`src/rtl/i2cbr_pkg.sv`:
```
package i2cbr_pkg;

  typedef logic [2:0] rate_code_t;

  // code that hands the period over to the auto-reload timer
  localparam rate_code_t TMR_CODE = 3'b111;

  // full period, in oscillator cycles, of the fixed-divisor codes
  function automatic logic [11:0] fixed_divisor(input rate_code_t code);
    logic [11:0] d;
    case (code)
      3'd0:    d = 12'd256;
      3'd1:    d = 12'd224;
      3'd2:    d = 12'd192;
      3'd3:    d = 12'd160;
      3'd4:    d = 12'd960;
      3'd5:    d = 12'd120;
      3'd6:    d = 12'd60;
      default: d = 12'd256;
    endcase
    return d;
  endfunction

endpackage

```
`src/rtl/i2cbr_reload_timer.sv`:
```
module i2cbr_reload_timer #(
  parameter int TMR_W = 8
) (
  input  logic             clk,
  input  logic             rst,
  input  logic             run_i,
  input  logic [TMR_W-1:0] reload_i,
  output logic             ovf_o
);

  localparam logic [TMR_W-1:0] TOP = '1;

  logic [TMR_W-1:0] cnt_q;

  assign ovf_o = run_i && (cnt_q == TOP);

  always_ff @(posedge clk) begin
    if (rst || !run_i) begin
      cnt_q <= reload_i;
    end else if (ovf_o) begin
      cnt_q <= reload_i;
    end else begin
      cnt_q <= cnt_q + 1'b1;
    end
  end

  AST_RELOAD_ON_WRAP: assert property (@(posedge clk) disable iff (rst)
    ovf_o |=> cnt_q == $past(reload_i));

  AST_COUNT_UP: assert property (@(posedge clk) disable iff (rst)
    (run_i && !ovf_o) |=> (!run_i || cnt_q == $past(cnt_q) + 1'b1));

endmodule

```
`src/rtl/i2cbr_rate_sel.sv`:
```
module i2cbr_rate_sel
  import i2cbr_pkg::*;
#(
  parameter int CNT_W    = 10,
  parameter int TMR_HALF = 48
) (
  input  rate_code_t       code_i,
  input  logic             ovf_i,
  output logic [CNT_W-1:0] half_o,
  output logic             step_o
);

  logic [11:0] div;

  always_comb begin
    div = fixed_divisor(code_i);
    if (code_i == TMR_CODE) begin
      half_o = CNT_W'(TMR_HALF);
      step_o = ovf_i;
    end else begin
      half_o = div[CNT_W:1];
      step_o = 1'b1;
    end
  end

  always_comb begin
    AST_HALF_NONZERO: assert (half_o != '0);
  end

endmodule

```
`src/rtl/i2cbr_phase_gen.sv`:
```
module i2cbr_phase_gen
  import i2cbr_pkg::*;
#(
  parameter int CNT_W = 10
) (
  input  logic             clk,
  input  logic             rst,
  input  logic             en_i,
  input  rate_code_t       code_i,
  input  logic [CNT_W-1:0] half_i,
  input  logic             step_i,
  output logic             scl_o,
  output logic             tick_o,
  output rate_code_t       act_code_o
);

  logic             run_q;
  logic [CNT_W-1:0] cnt_q;
  logic             wrap;

  assign wrap = step_i && (cnt_q == half_i - 1'b1);

  always_ff @(posedge clk) begin
    if (rst || !en_i) begin
      run_q  <= 1'b0;
      cnt_q  <= '0;
      scl_o  <= 1'b1;
      tick_o <= 1'b0;
      if (rst) begin
        act_code_o <= '0;
      end
    end else if (!run_q) begin
      run_q      <= 1'b1;
      cnt_q      <= '0;
      scl_o      <= 1'b1;
      tick_o     <= 1'b0;
      act_code_o <= code_i;
    end else begin
      tick_o <= 1'b0;
      if (wrap) begin
        cnt_q <= '0;
        scl_o <= ~scl_o;
        if (!scl_o) begin
          act_code_o <= code_i;
          tick_o     <= 1'b1;
        end
      end else if (step_i) begin
        cnt_q <= cnt_q + 1'b1;
      end
    end
  end

  AST_IDLE_HIGH: assert property (@(posedge clk) disable iff (rst)
    !en_i |=> (scl_o && !tick_o));

  AST_CODE_HELD: assert property (@(posedge clk) disable iff (rst)
    ($past(run_q) && run_q && !tick_o) |-> $stable(act_code_o));

  AST_CNT_BOUND: assert property (@(posedge clk) disable iff (rst)
    run_q |-> cnt_q < half_i);

  AST_TICK_ON_RISE: assert property (@(posedge clk) disable iff (rst)
    tick_o |-> $rose(scl_o));

endmodule

```
`src/rtl/i2c_bitrate_gen.sv`:
```
module i2c_bitrate_gen
  import i2cbr_pkg::*;
#(
  parameter int TMR_W    = 8,
  parameter int TMR_HALF = 48,
  parameter int CNT_W    = 10
) (
  input  logic             clk,
  input  logic             rst,
  input  logic             en_i,
  input  logic [2:0]       rate_i,
  input  logic [TMR_W-1:0] reload_i,
  output logic             scl_o,
  output logic             tick_o
);

  logic             ovf;
  logic [CNT_W-1:0] half;
  logic             step;
  rate_code_t       act_code;

  i2cbr_reload_timer #(.TMR_W(TMR_W)) u_timer (
    .clk      (clk),
    .rst      (rst),
    .run_i    (en_i),
    .reload_i (reload_i),
    .ovf_o    (ovf)
  );

  i2cbr_rate_sel #(.CNT_W(CNT_W), .TMR_HALF(TMR_HALF)) u_sel (
    .code_i (act_code),
    .ovf_i  (ovf),
    .half_o (half),
    .step_o (step)
  );

  i2cbr_phase_gen #(.CNT_W(CNT_W)) u_phase (
    .clk        (clk),
    .rst        (rst),
    .en_i       (en_i),
    .code_i     (rate_code_t'(rate_i)),
    .half_i     (half),
    .step_i     (step),
    .scl_o      (scl_o),
    .tick_o     (tick_o),
    .act_code_o (act_code)
  );

endmodule

```
`config.mk`:
```
export PLATFORM = sky130hd
export DESIGN_NAME = i2c_bitrate_gen
export DESIGN_NICKNAME = d
export VERILOG_FILES = /design/src/rtl/i2cbr_pkg.sv /design/src/rtl/i2cbr_reload_timer.sv /design/src/rtl/i2cbr_rate_sel.sv /design/src/rtl/i2cbr_phase_gen.sv /design/src/rtl/i2c_bitrate_gen.sv
export SDC_FILE = /design/constraint.sdc
export NUM_CORES = 1
export LEC_CHECK = 0
export BUFFER_PORTS_ARGS = -buffer_cell sky130_fd_sc_hd__buf_4
export CAP_MARGIN = 10
export CORE_UTILIZATION = 35
export DETAILED_ROUTE_END_ITERATION = 16
export GPL_TIMING_DRIVEN = 0
export PLACE_DENSITY_LB_ADDON = 0.25
export REMOVE_ABC_BUFFERS = 1
export SLEW_MARGIN = 25
export SYNTH_ARGS = -nofsm -noshare
export SYNTH_HDL_FRONTEND = slang
export SYNTH_SLANG_ARGS = --single-unit
```
`constraint.sdc`:
```
create_clock -name clk -period 2.2 [get_ports clk]
set_input_delay 0.44 -clock clk [delete_from_list [all_inputs] [get_ports clk]]
set_output_delay 0.44 -clock clk [all_outputs]
set_load 0.005 [all_outputs]
```
==> results.toml <==
[detailed_routing]
drcViolationCount = 0
totalWireLength_mm = 2.46
vias = 1033
drt-pass1-iter-count = 4
wl_per_cell_um = 11.6
drtIter0Drc = 41
viasPerCell = 4.87
drtAntennaViolNets = 0

[synth]
synth_area_um2 = 1320
synth_cells = 146
yosys_register_bits = 24
synth_edf_count = 3
seq_area_frac_synth_pct = 38.6
synthFlopType = "dfxtp_1"
syn_area_per_cell_um2 = 9.06
synth.distinct_cells = 43
ys_warn_count = 0
synth-async-reset-ratio_pct = 0

[critical_path]
path_cells = "xor2_1, nand2_1, ha_4, xor2_1, nand2_1, a311oi_2, nand4_2, o31ai_1, a21o_1"
crit_fanout = 3
endpoint_kind = "flip-flop"
startpoint_type = "flip-flop"
critPathLaunch = "u_phase.act_code_o[0]"
reg2reg_to = "u_phase.act_code_o[1]"
worstPathArrival_ns = 2.36
ff2ff_setup_slack_ns = -0.18
r2r_cells = 9
cpPeakStageDelay_ns = 0.43
worst-setup-path-type = "reg -> reg"
slowest_stage = "edfxtp_1"
crit_end = "u_phase.act_code_o[1]"
reg2reg_from = "u_phase.act_code_o[0]"
required_ns = 2.18

[hold_path]
min_path_type = "in -> reg"

[power]
vdd_ir_drop_max_mv = 0.436
p_leak_nw = 0.590
p_per_area_nw_per_um2 = 623
p_int_mw = 0.773
power_frac_clock_pct = 38.8
seq_power_share_pct = 48.2
power_switching_mw = 0.227
comb_power_share_pct = 13.0
swShare_pct = 22.7

[grt]
grt.overflow.total = 0
grt_pass1_wl_mm = 4.39
grt_max_degree = 15
grt_pass1_vias = 1045
grt_use_total_pct = 13.5
antenna_found_initial = 0

[finish]
final_layout_size_suffix_gt1_share_pct = 25.3
area_delta_synth_final_pct = 21.3
num_antenna_cells = 0
finalNetCount = 185
instances_no_fill = 212
final_cell_mix = "21 x buf_4, 21 x dfxtp_1, 15 x nand2_1, 15 x nor2_1"

[sta]
max_freq_mhz = 421
setup-tns-final_ns = -1.30
slew_headroom_pct = 49.1
setup_violations = 13
hold_ws_ns = 0.365
tightest_slew_ns = 0.759
fin_skew_ns = 0.00771
hold_violations = 0
rsz0062_at_grt = "true"
slew_violations = 0
fin_crit_sh_pct = 108
fin_crit_ns = 2.38
layout_setup_ws_ns = -0.177

[cts]
htreeDepth = 1
cts_buffers = 3
clkSinkCount = 24
clockRootBuffer = "clkbuf_8"
cts_tree = "yes"
cts.reportedPaths.clkPinSlew_ns = 0.09
clk_latency_ns = 0.27
hold_buffers = 0
clock_tree.buffer_depth = 2

[floorplan]
row_count = 21
io_pins = 16
dieHeight_um = 63.5
initial_core_util_pct = 38.1
dieArea_um2 = 4030
dieWidth_um = 63.5
core_area_um2 = 3470

[status]
violations = "setup timing"
status = "complete, but fails checks"

[placement]
place.gp.congestion = 0.772
dp_hpwl_mm = 1.83
port_buffers = 15
placed_cells = 202

[flow_run]
cap_viol_max_count = 0
-- cells in the mapped netlist (2+ instances only) --
library cell   n  share of area (%)
and2_1         5                2.4
ha_1           4                3.8
nand3_1        7                2.6
inv_1          5                1.4
xnor2_1        9                6.0
xor2_1        10                6.6
buf_4          2                1.1
edfxtp_1       3                6.8
a21oi_1        2               0.76
nor3_1         2               0.76
nor4_1         3                1.4
o31ai_1        2                1.1
dfxtp_1       21                 32
nand2b_1       2               0.95
nor2_1        15                4.3
nand2_1       15                4.3
o21ai_0       10                3.8
nand4_1        4                1.9
-- layer usage --
metal / vias up / GRT usage [%] / share of wire (%)
met1: 468 / 17.0 / 51
met4: 0 / 3.41 / 0.77
met3: 2 / 3.26 / 2.5
met5: - / 0 / 0
li1: 549 / - / -
met2: 14 / 22.9 / 46
-- area by class of cell --
| cell class | instances | area, um2 |
|---|---|---|
| fill | 347 | 1860 |
| tap | 46 | 57.6 |
| multi-input combinational | 112 | 788 |
| sequential | 24 | 510 |
| clock inverter | 1 | 30.0 |
| clock buffer | 3 | 41.3 |
| timing repair buffer | 21 | 158 |
| inverter | 5 | 18.8 |
-- power by group through the flow --
| stage | clock network [mW] | logic, mW | registers (mW) |
|---|---|---|---|
| finish | 0.388 | 0.130 | 0.482 |
| global route | 0.418 | 0.143 | 0.485 |
| CTS | 0.402 | 0.130 | 0.482 |
| detailed placement | 0 | 0.108 | 0.498 |
| global placement | 0 | 0.103 | 0.497 |
| floorplan | 0 | 0.0748 | 0.493 |
-- cells by family (layout without fill, tap and decap cells) --
family                     after synthesis  in the layout  share of synthesized area (%)
muxes                                    1              1                          0.851
buffers and inverters                   10             30                           4.07
xor gates and xnor gates                19             19                           12.6
adders and majority gates                4              4                           3.78
AOI/OAI and AO/OA                       25             25                           15.2
DFF                                     24             24                           38.6
and+or+nand+nor                         63             63                           24.9
-- worst max-delay path, delay by kind of cell (launching register included) --
family,cells,cell delay (ns)
xor+xnor,2,0.30
fa+ha+maj,1,0.29
compound gates,3,0.71
flops,1,0.43
simple gates,3,0.35
-- worst min path at each step --
stage                  start                to  slack [ns]  depth (start not counted)
4_1_cts          reload_i[7]  u_timer.cnt_q[7]        0.36                          3
3_5_place_dp   u_phase.run_q     u_phase.scl_o        0.40                          1
5_1_grt          reload_i[7]  u_timer.cnt_q[7]        0.36                          3
3_3_place_gp   u_phase.run_q     u_phase.scl_o        0.39                          1
2_1_floorplan  u_phase.run_q     u_phase.scl_o        0.38                          1
6_report         reload_i[7]  u_timer.cnt_q[7]        0.37                          3
-- registers in the layout, indices dropped and copies added, names as in the netlist --
signal,flops
u_timer.cnt_q,8
u_phase.cnt_q,10
u_phase.tick_o,1
u_phase.run_q,1
u_phase.act_code_o,3
u_phase.scl_o,1
-- through the flow --
stage	util [%]	worst slack, ns	area [um2]	total power [mW]
after detailed placement	42.2	-0.420	1460	0.606
after global routing	46.2	-0.299	1600	1.05
after global placement	42.0	-0.392	1460	0.600
after CTS	46.2	-0.156	1600	1.01
after floorplan	-	-0.152	1290	0.568
final	46.2	-0.177	1600	1.00
-- timing repair --
| action | CTS | global route |
|---|---|---|
| endpoints found under the setup margin | 14 | 14 |
| setup buffers | 6 | 0 |
| resized for setup | 4 | 0 |
| pin swaps | 6 | 0 |
No activity file was read; power rests on OpenSTA's default activity.
